### src/rtl/dbg_trip_pkg.sv
package dbg_trip_pkg;

  localparam int XA_W     = 16;
  localparam int DW       = 8;
  localparam int SFR_AW   = 7;
  localparam int IDATA_AW = 8;

  typedef enum logic [1:0] {
    SPC_SFR   = 2'b00,
    SPC_IDATA = 2'b01,
    SPC_XDATA = 2'b10,
    SPC_NONE  = 2'b11
  } space_e;

  // config map
  localparam int CFG_BPA_BASE = 0;
  localparam int CFG_BPEN     = 2;
  localparam int CFG_CLR      = 3;
  localparam int CFG_WPC_BASE = 4;
  localparam int CFG_WPA_BASE = 8;

  typedef struct packed {
    logic            en;
    logic            dmatch;
    logic [1:0]      space;
    logic [1:0]      dir;
    logic [DW-1:0]   pattern;
    logic [XA_W-1:0] addr;
  } wp_cfg_t;

  // address compare width depends on the bound space
  function automatic logic addr_hit(input logic [1:0] sp,
                                    input logic [XA_W-1:0] want,
                                    input logic [XA_W-1:0] got);
    logic r;
    case (sp)
      SPC_SFR:   r = (want[SFR_AW-1:0] == got[SFR_AW-1:0]);
      SPC_IDATA: r = (want[IDATA_AW-1:0] == got[IDATA_AW-1:0]);
      SPC_XDATA: r = (want == got);
      default:   r = 1'b0;
    endcase
    return r;
  endfunction

  // bit 0 of dir enables reads, bit 1 writes
  function automatic logic dir_hit(input logic [1:0] dir, input logic is_wr);
    return is_wr ? dir[1] : dir[0];
  endfunction

  function automatic logic data_hit(input logic need, input logic [DW-1:0] pat,
                                    input logic [DW-1:0] got);
    return !need || (pat == got);
  endfunction

endpackage

### src/rtl/dbg_cfg_regs.sv
module dbg_cfg_regs
  import dbg_trip_pkg::*;
#(
  parameter int NUM_BP = 2,
  parameter int NUM_WP = 3,
  parameter int PC_W   = 16,
  parameter int CFG_AW = 4,
  parameter int CW     = 16,
  localparam int HITS  = NUM_BP + NUM_WP
) (
  input  logic                         clk,
  input  logic                         rst_n,
  input  logic                         cfg_we,
  input  logic [CFG_AW-1:0]            cfg_addr,
  input  logic [CW-1:0]                cfg_wdata,
  output logic [NUM_BP-1:0][PC_W-1:0]  bp_addr,
  output logic [NUM_BP-1:0]            bp_en,
  output wp_cfg_t [NUM_WP-1:0]         wp_cfg,
  output logic [HITS-1:0]              clr_mask
);

  for (genvar i = 0; i < NUM_BP; i++) begin : g_bpa
    always_ff @(posedge clk) begin
      if (!rst_n)
        bp_addr[i] <= '0;
      else if (cfg_we && cfg_addr == CFG_AW'(CFG_BPA_BASE + i))
        bp_addr[i] <= cfg_wdata[PC_W-1:0];
    end
  end

  always_ff @(posedge clk) begin
    if (!rst_n)
      bp_en <= '0;
    else if (cfg_we && cfg_addr == CFG_AW'(CFG_BPEN))
      bp_en <= cfg_wdata[NUM_BP-1:0];
  end

  for (genvar j = 0; j < NUM_WP; j++) begin : g_wp
    always_ff @(posedge clk) begin
      if (!rst_n) begin
        wp_cfg[j] <= '0;
      end else if (cfg_we && cfg_addr == CFG_AW'(CFG_WPC_BASE + j)) begin
        wp_cfg[j].dir     <= cfg_wdata[1:0];
        wp_cfg[j].space   <= cfg_wdata[3:2];
        wp_cfg[j].dmatch  <= cfg_wdata[4];
        wp_cfg[j].en      <= cfg_wdata[5];
        wp_cfg[j].pattern <= cfg_wdata[8 +: DW];
      end else if (cfg_we && cfg_addr == CFG_AW'(CFG_WPA_BASE + j)) begin
        wp_cfg[j].addr    <= cfg_wdata[XA_W-1:0];
      end
    end
  end

  always_comb begin
    clr_mask = '0;
    if (cfg_we && cfg_addr == CFG_AW'(CFG_CLR))
      clr_mask = cfg_wdata[HITS-1:0];
  end

endmodule

### src/rtl/dbg_bp_cmp.sv
module dbg_bp_cmp #(
  parameter int PC_W = 16
) (
  input  logic            en,
  input  logic [PC_W-1:0] target,
  input  logic            fetch_valid,
  input  logic [PC_W-1:0] fetch_pc,
  output logic            hit
);
  always_comb hit = en && fetch_valid && (fetch_pc == target);
endmodule

### src/rtl/dbg_wp_cmp.sv
module dbg_wp_cmp
  import dbg_trip_pkg::*;
(
  input  wp_cfg_t          cfg,
  input  logic             mem_valid,
  input  logic             mem_dbg,
  input  logic [1:0]       mem_space,
  input  logic             mem_write,
  input  logic [XA_W-1:0]  mem_addr,
  input  logic [DW-1:0]    mem_data,
  output logic             hit
);
  logic cpu_access;
  logic space_ok;
  logic addr_ok;
  logic dir_ok;
  logic data_ok;

  always_comb begin
    cpu_access = mem_valid && !mem_dbg;
    space_ok   = (mem_space == cfg.space);
    addr_ok    = addr_hit(cfg.space, cfg.addr, mem_addr);
    dir_ok     = dir_hit(cfg.dir, mem_write);
    data_ok    = data_hit(cfg.dmatch, cfg.pattern, mem_data);
    hit        = cfg.en && cpu_access && space_ok && addr_ok && dir_ok && data_ok;
  end
endmodule

### src/rtl/dbg_hit_latch.sv
module dbg_hit_latch #(
  parameter int HITS = 5
) (
  input  logic            clk,
  input  logic            rst_n,
  input  logic [HITS-1:0] hits,
  input  logic [HITS-1:0] clr_mask,
  output logic [HITS-1:0] status,
  output logic            halt_req
);
  logic [HITS-1:0] status_n;

  // a new hit overrides a clear of the same bit
  always_comb status_n = (status & ~clr_mask) | hits;

  always_ff @(posedge clk) begin
    if (!rst_n) begin
      status   <= '0;
      halt_req <= 1'b0;
    end else begin
      status   <= status_n;
      halt_req <= |status_n;
    end
  end
endmodule

### src/rtl/dbg_trip_unit.sv
module dbg_trip_unit
  import dbg_trip_pkg::*;
#(
  parameter int NUM_BP = 2,
  parameter int NUM_WP = 3,
  parameter int PC_W   = 16,
  parameter int CFG_AW = 4,
  parameter int CW     = 16
) (
  input  logic                       clk,
  input  logic                       rst_n,
  input  logic                       cfg_we,
  input  logic [CFG_AW-1:0]          cfg_addr,
  input  logic [CW-1:0]              cfg_wdata,
  input  logic                       fetch_valid,
  input  logic [PC_W-1:0]            fetch_pc,
  input  logic                       mem_valid,
  input  logic                       mem_dbg,
  input  logic [1:0]                 mem_space,
  input  logic                       mem_write,
  input  logic [XA_W-1:0]            mem_addr,
  input  logic [DW-1:0]              mem_data,
  input  logic                       cpu_stopped,
  output logic                       halt_req,
  output logic [NUM_BP+NUM_WP-1:0]   hit_status,
  output logic                       code_run,
  output logic                       dbg_access
);
  localparam int HITS = NUM_BP + NUM_WP;

  logic [NUM_BP-1:0][PC_W-1:0] bp_addr;
  logic [NUM_BP-1:0]           bp_en;
  wp_cfg_t [NUM_WP-1:0]        wp_cfg;
  logic [HITS-1:0]             clr_mask;
  logic [NUM_BP-1:0]           bp_hit;
  logic [NUM_WP-1:0]           wp_hit;

  dbg_cfg_regs #(
    .NUM_BP(NUM_BP), .NUM_WP(NUM_WP), .PC_W(PC_W), .CFG_AW(CFG_AW), .CW(CW)
  ) u_cfg (
    .clk(clk), .rst_n(rst_n), .cfg_we(cfg_we), .cfg_addr(cfg_addr),
    .cfg_wdata(cfg_wdata), .bp_addr(bp_addr), .bp_en(bp_en),
    .wp_cfg(wp_cfg), .clr_mask(clr_mask)
  );

  for (genvar i = 0; i < NUM_BP; i++) begin : g_bp
    dbg_bp_cmp #(.PC_W(PC_W)) u_bp (
      .en(bp_en[i]), .target(bp_addr[i]), .fetch_valid(fetch_valid),
      .fetch_pc(fetch_pc), .hit(bp_hit[i])
    );
  end

  for (genvar j = 0; j < NUM_WP; j++) begin : g_wp
    dbg_wp_cmp u_wp (
      .cfg(wp_cfg[j]), .mem_valid(mem_valid), .mem_dbg(mem_dbg),
      .mem_space(mem_space), .mem_write(mem_write), .mem_addr(mem_addr),
      .mem_data(mem_data), .hit(wp_hit[j])
    );
  end

  dbg_hit_latch #(.HITS(HITS)) u_latch (
    .clk(clk), .rst_n(rst_n), .hits({wp_hit, bp_hit}), .clr_mask(clr_mask),
    .status(hit_status), .halt_req(halt_req)
  );

  always_comb begin
    code_run   = !cpu_stopped;
    dbg_access = mem_valid && mem_dbg;
  end

endmodule

### config.mk
export PLATFORM = sky130hd
export DESIGN_NAME = dbg_trip_unit
export DESIGN_NICKNAME = d
export VERILOG_FILES = /design/src/rtl/dbg_trip_pkg.sv /design/src/rtl/dbg_cfg_regs.sv /design/src/rtl/dbg_bp_cmp.sv /design/src/rtl/dbg_wp_cmp.sv /design/src/rtl/dbg_hit_latch.sv /design/src/rtl/dbg_trip_unit.sv
export SDC_FILE = /design/constraint.sdc
export NUM_CORES = 1
export LEC_CHECK = 0
export BUFFER_PORTS_ARGS = -buffer_cell sky130_fd_sc_hd__buf_2
export CORE_UTILIZATION = 62
export DETAILED_ROUTE_END_ITERATION = 12
export PLACE_DENSITY = 0.91
export SLEW_MARGIN = 20
export SYNTH_ARGS = -nofsm -noshare
export SYNTH_HDL_FRONTEND = slang
export SYNTH_HIERARCHICAL = 1
export SYNTH_SLANG_ARGS = --single-unit
### constraint.sdc
create_clock -name clk -period 3.8 [get_ports clk]
set_input_delay 0.76 -clock clk [delete_from_list [all_inputs] [get_ports clk]]
set_output_delay 0.76 -clock clk [all_outputs]
set_load 0.1 [all_outputs]
==> key figures <==
Power
  • Static Leak: 2.943 nW
  • Pwr/cell area: 453.6 nW/um^2
  • Max VDD drop: 0.0003390 V
  • Total power: 3.236 mW

CTS
  • Worst-Skew Late Latency: 0.53 ns
  • Post-CTS resize count: 0
  • Cts hold-fix bufs: 0
  • CTS clk-pin slew, worst paths: 0.06 ns
  • CTS tree: built
  • Total CTS buffers: 17
  • Clock sink total: 130
  • H-tree levels: 4
  • Post-CTS Setup Inserts: 0
  • CTS Root Cell: clkbuf_8
  • Clk buf depth: 2

Cells and area
  • # diodes: 0
  • Synth-to-Final Area Change: 17.15%
  • Final std cells w/o fill: 841
  • Area of the multi-input gates: 3334 sq um
  • Fill cells: 588
  • Fraction of layout cells with a size suffix above 1: 17.42%
  • Storage cell area: 2603 sq um
  • Layout Nets: 769

Synthesis
  • Syn Nets: 695
  • Cell Area, Synth: 6091 sq um
  • EDFF count, synth: 0
  • Top cell type by total area after synthesis: dfxtp_1
  • Yosys top cell area share: 42.73%
  • Synth Area in XOR/XNOR: 15.82%
  • Largest family of logic cells by synthesized area: multiplexers
  • Synthesized flop and latch total: 130
  • Fraction of the mapped netlist area in adder cells: 0%
  • Simple-gate share of the synthesized area: 16.25%
  • Most used DFF post-synth: dfxtp_1
  • Ys async rst share: 0%
  • Cell count after synthesis: 625
  • Compound-cell area share of the yosys netlist: 1.808%
  • Multiplexer area fraction after synthesis: 20.87%
  • Synth area leaders: dfxtp_1 (43%), mux2i_1 (21%), xnor2_1 (13%)
  • Syn. warnings: 6
  • Count of cell types in the netlist: 34
  • Syn Area/Cell: 9.745 sq um
  • Register area share after synthesis: 42.73%

Worst setup path
  • Endpoint class of the critical path: output pin
  • Arrival @ worst endpoint: 1.42 ns
  • R2r setup slk: 1.96 ns
  • RR Startpoint: u_cfg/bp_addr[31]$_SDFFE_PN0P_
  • Critical path type: in -> out
  • Worst path required time: 3.04 ns
  • Worst r2r dst: u_latch/halt_req$_SDFF_PN0_
  • R2R cell count: 6
  • Max FO, Critical Path: 4
  • Worst setup SP type: primary input

Timing
  • Least-Margin Pin Slew: 1.049 ns
  • Hold Vio Cnt, Final: 0
  • Endpoints failing setup: 0
  • Clock skew: 0.005261 ns
  • Setup repair after global routing missed its margin: no
  • Max Clock Freq: 459.7 MHz
  • Final setup TNS: 0 ns
  • Tcrit/Tclk final: 57.24%
  • Final min period: 2.175 ns
  • Headroom to the max-slew limit: 29.96%
  • Fin. max-slew vios: 0
  • Hold slack: 0.4692 ns

Floorplanning
  • Chip Width: 101.1 um
  • Die area: 10220 sq um
  • Num rows: 35
  • Core Area: 9371 sq um
  • I/O Pins: 78
  • Initial Util: 64.99%
  • Die height: 101.1 um

Place
  • Placed cell count: 809
  • IO buf count: 77
  • Routability Congestion: 0.8501
  • DP HPWL: 10410 um

Outcome
  • Status: complete, no violations

GRT
  • Tot GR Track Use: 32.85%
  • Overflow after GRT: 0
  • First-pass GRT wire length: 25100 um
  • Vias in the first global route: 5061
  • Largest net degree at the start of global routing: 87
  • Initial antenna violation count: 0

Route
  • DR DRC count: 0
  • Final WL: 15930 um
  • Routed WL per cell: 18.94 um
  • Vias after detailed routing: 4853
  • Via density: 5.771
  • ANT nets after route: 0
  • Pre-antenna DRT Iters: 5
  • Starting DRT DRC Count: 367

Min path
  • Hold Path Sink: u_cfg/wp_cfg[77]$_SDFFE_PN0P_
  • Worst hold path type: reg -> reg
  • Hold Path Origin: u_cfg/wp_cfg[77]$_SDFFE_PN0P_
  • Hold Path Stages: 2

Run
  • # Max-Cap Violations: 0
-- registers in the layout (all words and copies together) (netlist names) --
signal,flops
u_cfg/bp_addr,32
u_cfg/bp_en,2
u_cfg/wp_cfg,90
u_latch/halt_req,1
u_latch/status,5
-- critical path, cell delays in order --
cell and delay [ns]:
buf_2 0.12, and2_1 0.12, buf_2 0.41
-- logic make-up after synthesis --
kind of cell           after synthesis
buffers and inverters               32
AO/OA/AOI/OAI                       14
AND/OR/NAND/NOR                    212
flip-flops                         130
XOR/XNOR                           110
multiplexers                       127
-- synth_stat cells (3+ instances only) --
cell type  count
nor3_1         3
o41ai_2        3
nor4_2         3
and4b_1        3
xnor2_1       89
o21ai_0        6
inv_1          5
xor2_1        21
clkbuf_1      14
nand2_1      143
nor4_1         3
a21oi_1        3
buf_2          6
nor2_1         7
dfxtp_1      130
nor2_2         3
nand3_1        5
buf_4          3
and2_1         6
mux2i_1      127
nand4_1       21
nand3b_1       4
-- worst max path at each step --
stage / start / end / slack (ns)
2_1_floorplan: mem_valid / dbg_access / 1.54
5_1_grt: mem_valid / dbg_access / 1.60
6_report: mem_valid / dbg_access / 1.62
3_5_place_dp: cfg_addr[3] / u_latch/halt_req$_SDFF_PN0_ / 1.49
4_1_cts: mem_valid / dbg_access / 1.63
3_3_place_gp: fetch_pc[0] / u_latch/halt_req$_SDFF_PN0_ / 1.55
-- area by class of cell --
type / instances / share of cell area (%)
multi-input combinational: 463 / 46.73
timing repair buffer: 82 / 6.137
sequential: 130 / 36.47
tap: 129 / 2.262
clock inverter: 9 / 1.455
inverter: 5 / 0.2630
clock buffer: 23 / 6.681
-- layer usage --
| metal | routed length [um] | vias to the layer above | GRT usage [%] |
|---|---|---|---|
| met4 | 510 | 0 | 18.17 |
| met5 | 0 | - | 0 |
| met2 | 8057 | 217 | 56.46 |
| met1 | 6280 | 2331 | 36.85 |
| li1 | - | 2256 | - |
| met3 | 1081 | 49 | 9.085 |
-- report_power, final --
part           switching [mW]  internal [mW]
clock                   0.593          0.999
sequential             0.0133           1.38
combinational           0.150         0.0997
total                   0.757           2.48
-- metrics by stage --
| stage | worst slack [ns] | instance area (sq um) | utilization (%) |
|---|---|---|---|
| floorplan | 1.543 | 6091 | - |
| global placement | 1.549 | 6555 | 69.95 |
| detailed placement | 1.485 | 6555 | 69.95 |
| CTS | 1.625 | 7136 | 76.14 |
| global route | 1.596 | 7136 | 76.14 |
| finish | 1.625 | 7136 | 76.14 |
-- placed cells by master (no fill, tap or decap), types with 4 or more instances in the layout --
master / count
nand2_1: 143
dfxtp_1: 130
mux2i_1: 127
xnor2_1: 89
buf_2: 76
xor2_1: 21
nand4_1: 21
clkbuf_16: 16
nor2_1: 7
and2_1: 6
o21ai_0: 6
inv_1: 5
clkbuf_8: 5
nand3_1: 5
buf_4: 5
clkinv_2: 4
nand3b_1: 4
(Power assumes the default switching activity.)
